File: config.mk
export PLATFORM = sky130hd
export DESIGN_NAME = pt_walker
export DESIGN_NICKNAME = d
export VERILOG_FILES = /design/src/rtl/pt_walker_pkg.sv /design/src/rtl/ptw_datapath.sv /design/src/rtl/ptw_control.sv /design/src/rtl/pt_walker.sv
export SDC_FILE = /design/constraint.sdc
export NUM_CORES = 1
export LEC_CHECK = 0
export BUFFER_PORTS_ARGS = -buffer_cell sky130_fd_sc_hd__buf_2
export CAP_MARGIN = 20
export CORE_AREA = 2 2 131 133
export DETAILED_ROUTE_END_ITERATION = 6
export DIE_AREA = 0 0 133 135
export PLACE_DENSITY = 0.71
export SKIP_LAST_GASP = 1
export SLEW_MARGIN = 20
export SYNTH_ARGS = -nofsm -noshare
export SYNTH_HDL_FRONTEND = slang
export SYNTH_SLANG_ARGS = --single-unit
File: constraint.sdc
create_clock -name clk -period 6.45 [get_ports clk]
set_clock_uncertainty 0.2 [all_clocks]
set_input_delay 1.29 -clock clk [delete_from_list [all_inputs] [get_ports clk]]
set_output_delay 1.29 -clock clk [all_outputs]
set_load 0.03 [all_outputs]
File: src/rtl/pt_walker_pkg.sv
package pt_walker_pkg;

  typedef enum logic [1:0] {
    PTW_IDLE  = 2'd0,
    PTW_ISSUE = 2'd1,
    PTW_WAIT  = 2'd2,
    PTW_DONE  = 2'd3
  } ptwState_e;

  // strobes from control to datapath
  typedef struct packed {
    logic capReq;  // latch address and compute entry address
    logic capPte;  // latch returned entry
  } ptwStrobe_t;

  localparam int PTE_W        = 64;
  localparam int PTE_VALID    = 0;
  localparam int PTE_PERM_LO  = 1;
  localparam int PTE_PERM_W   = 3;

endpackage

File: src/rtl/ptw_datapath.sv
module ptw_datapath
  import pt_walker_pkg::*;
#(
  parameter int VA_W       = 32,
  parameter int OFF_W      = 12,
  parameter int PFN_W      = 40,
  parameter int MEM_AW     = 52,
  parameter int ENTRY_LOG2 = 3
) (
  input  logic                   clk,
  input  logic                   rst_n,
  input  ptwStrobe_t             strobe,
  input  logic [VA_W-1:0]        reqVa,
  input  logic [MEM_AW-1:0]      ptBase,
  input  logic [PTE_W-1:0]       memRspData,
  output logic [MEM_AW-1:0]      memReqAddr,
  output logic [OFF_W+PFN_W-1:0] donePa,
  output logic [PTE_PERM_W-1:0]  donePerm,
  output logic                   pteValid,
  output logic [VA_W-OFF_W-1:0]  fillVpn,
  output logic [PFN_W-1:0]       fillPfn
);

  localparam int VPN_W = VA_W - OFF_W;

  logic [VA_W-1:0]   vaReg;
  logic [MEM_AW-1:0] addrReg;
  logic [PTE_W-1:0]  pteReg;
  logic [VPN_W-1:0]  vpnIn;
  logic [MEM_AW-1:0] entryOffset;

  assign vpnIn       = reqVa[VA_W-1:OFF_W];
  assign entryOffset = MEM_AW'(vpnIn) << ENTRY_LOG2;

  always_ff @(posedge clk) begin
    if (!rst_n) begin
      vaReg   <= '0;
      addrReg <= '0;
      pteReg  <= '0;
    end else begin
      if (strobe.capReq) begin
        vaReg   <= reqVa;
        addrReg <= ptBase + entryOffset;
      end
      if (strobe.capPte) begin
        pteReg <= memRspData;
      end
    end
  end

  assign memReqAddr = addrReg;
  assign fillPfn    = pteReg[OFF_W+PFN_W-1:OFF_W];
  assign fillVpn    = vaReg[VA_W-1:OFF_W];
  assign donePa     = {fillPfn, vaReg[OFF_W-1:0]};
  assign donePerm   = pteReg[PTE_PERM_LO+PTE_PERM_W-1:PTE_PERM_LO];
  assign pteValid   = pteReg[PTE_VALID];

endmodule

File: src/rtl/ptw_control.sv
module ptw_control
  import pt_walker_pkg::*;
(
  input  logic       clk,
  input  logic       rst_n,
  input  logic       reqValid,
  input  logic       memReqReady,
  input  logic       memRspValid,
  input  logic       pteValid,
  output logic       reqReady,
  output logic       busy,
  output logic       memReqValid,
  output logic       doneValid,
  output logic       fillValid,
  output logic       pageFault,
  output ptwStrobe_t strobe
);

  ptwState_e state, stateNext;

  always_comb begin
    stateNext     = state;
    strobe.capReq = 1'b0;
    strobe.capPte = 1'b0;
    unique case (state)
      PTW_IDLE: begin
        if (reqValid) begin
          strobe.capReq = 1'b1;
          stateNext     = PTW_ISSUE;
        end
      end
      PTW_ISSUE: begin
        if (memReqReady) stateNext = PTW_WAIT;
      end
      PTW_WAIT: begin
        if (memRspValid) begin
          strobe.capPte = 1'b1;
          stateNext     = PTW_DONE;
        end
      end
      PTW_DONE: stateNext = PTW_IDLE;
      default:  stateNext = PTW_IDLE;
    endcase
  end

  always_ff @(posedge clk) begin
    if (!rst_n) state <= PTW_IDLE;
    else        state <= stateNext;
  end

  assign reqReady    = (state == PTW_IDLE);
  assign busy        = (state != PTW_IDLE);
  assign memReqValid = (state == PTW_ISSUE);
  assign doneValid   = (state == PTW_DONE);
  assign fillValid   = doneValid && pteValid;
  assign pageFault   = doneValid && !pteValid;

endmodule

File: src/rtl/pt_walker.sv
module pt_walker
  import pt_walker_pkg::*;
#(
  parameter int VA_W       = 32,
  parameter int OFF_W      = 12,
  parameter int PFN_W      = 40,
  parameter int MEM_AW     = 52,
  parameter int ENTRY_LOG2 = 3
) (
  input  logic                   clk,
  input  logic                   rst_n,
  input  logic                   reqValid,
  output logic                   reqReady,
  input  logic [VA_W-1:0]        reqVa,
  input  logic [MEM_AW-1:0]      ptBase,
  output logic                   busy,
  output logic                   memReqValid,
  input  logic                   memReqReady,
  output logic [MEM_AW-1:0]      memReqAddr,
  input  logic                   memRspValid,
  input  logic [63:0]            memRspData,
  output logic                   doneValid,
  output logic [OFF_W+PFN_W-1:0] donePa,
  output logic [2:0]             donePerm,
  output logic                   pageFault,
  output logic                   fillValid,
  output logic [VA_W-OFF_W-1:0]  fillVpn,
  output logic [PFN_W-1:0]       fillPfn
);

  ptwStrobe_t strobe;
  logic       pteValid;

  ptw_control u_ctrl (
    .clk         (clk),
    .rst_n       (rst_n),
    .reqValid    (reqValid),
    .memReqReady (memReqReady),
    .memRspValid (memRspValid),
    .pteValid    (pteValid),
    .reqReady    (reqReady),
    .busy        (busy),
    .memReqValid (memReqValid),
    .doneValid   (doneValid),
    .fillValid   (fillValid),
    .pageFault   (pageFault),
    .strobe      (strobe)
  );

  ptw_datapath #(
    .VA_W       (VA_W),
    .OFF_W      (OFF_W),
    .PFN_W      (PFN_W),
    .MEM_AW     (MEM_AW),
    .ENTRY_LOG2 (ENTRY_LOG2)
  ) u_dp (
    .clk        (clk),
    .rst_n      (rst_n),
    .strobe     (strobe),
    .reqVa      (reqVa),
    .ptBase     (ptBase),
    .memRspData (memRspData),
    .memReqAddr (memReqAddr),
    .donePa     (donePa),
    .donePerm   (donePerm),
    .pteValid   (pteValid),
    .fillVpn    (fillVpn),
    .fillPfn    (fillPfn)
  );

endmodule

# ---- After elaboration in Yosys (flattened, before gate mapping)
# Cells that the tools add are included.
dict set report word_totals {
  register_bits 138
  latch_bits 0
  mem_bits_rw 0
  rom_bits 0
  input_bits 153
  out_inout_bits 173
  word_cells 25
  memories 0
}
dict set report classes {
  n_addsub 1
  multipliers 0
  div_mod_pow 0
  order_cmp 0
  n_eq_ne 6
  n_shift 0
  mux 8
  bitwise 0
  reduce_logical 6
}
# cell count
set op_table {}
lappend op_table {{adder 52 x 23 -> 52 bit} 1}
lappend op_table {{case mux 2 bit (4 select lines)} 1}
lappend op_table {{two-way mux 2 bit} 3}
lappend op_table {{== test 2 bit, second input constant} 2}
lappend op_table {{two-way mux 1 bit} 4}
lappend op_table {{inequality test 2 bit, second input constant} 2}
lappend op_table {{AND reduction 3 bit} 1}
lappend op_table {{== test 2 x 1 -> 1 bit, second input constant} 1}
lappend op_table {{logical AND 1 bit} 2}
lappend op_table {{zero test 2 bit} 1}
lappend op_table {{inequality test 2 x 1 -> 1 bit, second input constant} 1}
lappend op_table {{nonzero test 2 bit} 1}
lappend op_table {{zero test 1 bit} 1}

# ---- Longest topological paths before layout
dict set report logic_depth {
  ltp_word 3
  ltp_mapped 10
  ltp_nobuf 9
}

# ---- By module
# From an unflattened synthesis, not the netlist that was laid out.
dict set report hier_totals {
  hier_cells 738
  hier_area_um2 6537.5
}
# module instances cells_each area_per_inst_um2
set modules_own_cells {}
lappend modules_own_cells {ptw_datapath 1 714 6342.3}
lappend modules_own_cells {ptw_control 1 24 195.2}

# ---- Worst setup path before layout
# Ideal clock, no wire load.
dict set report synth_timing {
  kind {input to register}
  start {input reqVa[12]}
  end {register u_dp.addrReg[41] (netlist: u_dp.memReqAddr[41])}
  setup_time_ns 0.125
  arrival_ns 3.289
  path_slack_ns 2.836
  cell_stages 9
  path_buffers 0
  cell_sequence {ha_1 -> fa_1 -> a21oi_1 -> o21ai_1 -> a2111oi_2 -> nand4b_1 -> nand2_2 -> a311oi_1 -> nor3_1}
}
dict set report synth_between {
  elab_chain_len 1
}
# item line_no
set synth_lines {}
lappend synth_lines {{start, declared} pt_walker.sv:14} ;# input logic [VA_W-1:0] reqVa,
lappend synth_lines {{adder 52 x 23 -> 52 bit} ptw_datapath.sv:43} ;# addrReg <= ptBase + entryOffset;
lappend synth_lines {{end signal, assigned} ptw_datapath.sv:43}
lappend synth_lines {{end, declared} ptw_datapath.sv:27} ;# logic [MEM_AW-1:0] addrReg;
# Every way passes these cells.
# A chain may end at the register's enable or synchronous reset.

# ---- Final worst setup path
# Same ends and word-level chain as after synthesis.

==> reports/metrics.yaml <==
run_status:
  status: "finished, final reports clean"
grt:
  grt_pass1_vias: 6041
  grt.total_usage_pct: 21.36
  grt_max_degree: 64
  antenna_found_initial: 2
  overflow: 0
  grt_pass1_wl_um: 30500
sta:
  drv_slew: 0
  period_share_pct: 59.46
  min_period_ns: 3.835
  rsz0062_at_grt: "no"
  whs_ns: 0.2459
  setup_violations: 0
  worst_pin_slew_ns: 0.7193
  tns_ns: 0
  hold_viol: 0
  max_freq_mhz: 260.7
  setup_ws_ns: 2.615
  relSlewSlack_pct: 52.05
drt:
  drt_wl_total_um: 19740
  vias: 6632
  first_pass_iters: 5
  wl_per_cell_um: 15.07
  initialDrtViolationCount: 324
  drc: 0
  antenna_left: 0
  via_per_inst: 5.063
cts:
  cts_root_buf: "clkbuf_16"
  cts_resized: 0
  ctsHtreeMaxLevel: 4
  cts_max_path_buffers: 2
  cts_tree: "built"
  cts_setup_buffers: 0
  clk_pin_slew_ns: 0.06
  ctsHoldBuffers: 0
  insertion_delay_ns: 0.41
  cts.sinks: 130
  numCtsBuffers: 17
setup_path:
  cp_slowest_stage_delay_ns: 0.58
  cp-start-kind: "primary input"
  arrival_ns: 3.93
  critPathRequiredTime_ns: 6.55
  cp_top_family: "compound AO/OA/AOI/OAI gates"
  critical_path.cell_chain: "buf_2, ha_1, fa_1, a21oi_1, o21ai_1, a2111oi_2, nand4b_1, nand2_2, a311oi_1, nor3_1"
  endpoint_kind: "register"
  crit_fanout: 9
  cp_slowest_cell: "a2111oi_2"
  timing_worst_setup_path_type: "in2reg"
  critPathBufInv: 1
placement:
  port_buffers: 305
  dp_hpwl_um: 14550
  gp_congestion: 0.8667
  dp_slack_ns: 2.226
yosys:
  synth_top_family_by_area: "simple AND/OR/NAND/NOR gates"
  synthMuxAreaShare_pct: 0.1539
  ys_ff_latch: 130
  synth_area_um2: 6505
  ys_warn_count: 0
  synth_seq_area_share_pct: 40.01
  yosys.area_share.simple_pct: 23.60
  synth_compound_area_share_pct: 20.37
  netlist_instances: 835
  yosys.area_share.adder_pct: 4.924
  synth.avg_cell_area_um2: 7.790
  synthXorXnorAreaFrac_pct: 2.424
  yosys.area.top_type: "dfxtp_1"
  synth_area_leaders: "dfxtp_1 (40%), nand2_1 (12%), a21oi_1 (8.5%), buf_4 (4.7%), ha_1 (4.6%)"
  synth_top_area_share_pct: 40.01
  syn_nets: 1013
  synth.distinct_cells: 56
floorplan:
  io_pins: 326
  die_area_um2: 17960
  core_area_um2: 16410
  die_w_um: 133
  die_h_um: 135
  num_rows: 47
  initial_core_util_pct: 39.65
final_layout:
  finalNetCount: 1254
  layout_common_cells: "buf_2 (305), nand2_1 (204), dfxtp_1 (130)"
  final_common_cell: "buf_2"
  layout-drive-gt1-share_pct: 33.15
  fin_util_pct: 51.43
  syn_to_final_growth_pct: 29.72
power:
  power_leakage_nw: 3.913
  power_per_cell_area_nw_per_um2: 383.1
  ir_drop_v: 0.0001687
  p_total_mw: 3.233
min_path:
  worst_hold_path_type: "reg2reg"
flow_run:
  maxCapViolCount: 0
-- flip-flops by register name, summed over array words and instances (netlist names) --
signal           flops
u_ctrl.state         2
u_dp.vaReg          32
u_dp.pteReg         44
u_dp.memReqAddr     52
-- Yosys cell counts, drive strengths merged --
master and instances:
a21boi 1, o2111ai 1, nor2b 5, a2111oi 1
and3b 1, nor3b 1, or3 4, a211o 1
dfxtp 130, a21o 8, a21oi 114, clkbuf 40
nand2 207, a31o 1, o21bai 2, o31a 1
mux2i 1, nor4b 1, nand4 7, nor3 23
nand4b 4, nor2 30, inv 12, nand2b 3
or4 6, xnor2 9, xor2 9, o311ai 1
buf 50, ha 24, a221oi 1, o211ai 6
o21a 5, nand3 30, o22a 1, and4 5
a31oi 9, a211oi 10, nand3b 1, and2 5
and3 11, o31ai 8, fa 1, a311oi 7
o21ai 37
-- metal layers --
layer / global-route usage (%) / vias to the layer above / routed length, um / part of all wire, %
li1: - / 3350 / - / -
met1: 23.71 / 3000 / 7753 / 39
met2: 37.51 / 247 / 9800 / 50
met3: 7.357 / 33 / 1680 / 8.5
met4: 8.722 / 2 / 499 / 2.5
met5: 0 / - / 11 / 0.056
-- path summary, 6_finish.rpt --
kind	from	endpoint	slack [ns]	cells past startpoint
setup / recovery	reqVa[12]	u_dp.memReqAddr[41]	2.61	10
hold / removal	u_dp.memReqAddr[8]	u_dp.memReqAddr[8]	0.25	2
setup reg to reg	u_ctrl.state[0]	u_dp.memReqAddr[20]	4.00	6
hold reg to reg	u_dp.memReqAddr[8]	u_dp.memReqAddr[8]	0.25	2
-- kinds of logic (layout without fill, tap and decap cells) --
group | Yosys count | after routing
compound gates | 215 | 215
xor+xnor | 18 | 18
fa+ha+maj | 25 | 25
buf+inv | 102 | 356
flops | 130 | 130
mux | 1 | 1
other cells | 0 | 1
simple gates | 344 | 344
-- stage by stage --
| step | cells | instance area [um^2] |
|---|---|---|
| global placement | 1277 | 7861 |
| detailed placement | 1277 | 7861 |
| finish | 1310 | 8438 |
| global route | 1310 | 8438 |
| CTS | 1309 | 8436 |
| floorplan | 835 | 6505 |
-- tightest hold or removal path, cell delays in order (launching register included) --
cell,delay (ns)
dfxtp_1,0.30
nand2_1,0.05
a21oi_1,0.05
-- area by class of cell --
| class | count | area, um^2 |
|---|---|---|
| diodes | 1 | 2.502 |
| clock buffers | 17 | 425.4 |
| clock inverters | 15 | 148.9 |
| fillers | 1674 | 7969 |
| inverters | 12 | 46.29 |
| multi-input cells | 603 | 3358 |
| flip-flops and latches | 130 | 2603 |
| well taps | 220 | 275.3 |
| repair buffers | 312 | 1579 |
-- power breakdown --
part | total, mW | internal, mW | switching [mW]
clock | 0.941 | 0.541 | 0.400
combinational | 1.24 | 0.351 | 0.890
sequential | 1.05 | 0.965 | 0.0850
total | 3.23 | 1.86 | 1.37
(Power assumes the default switching activity.)
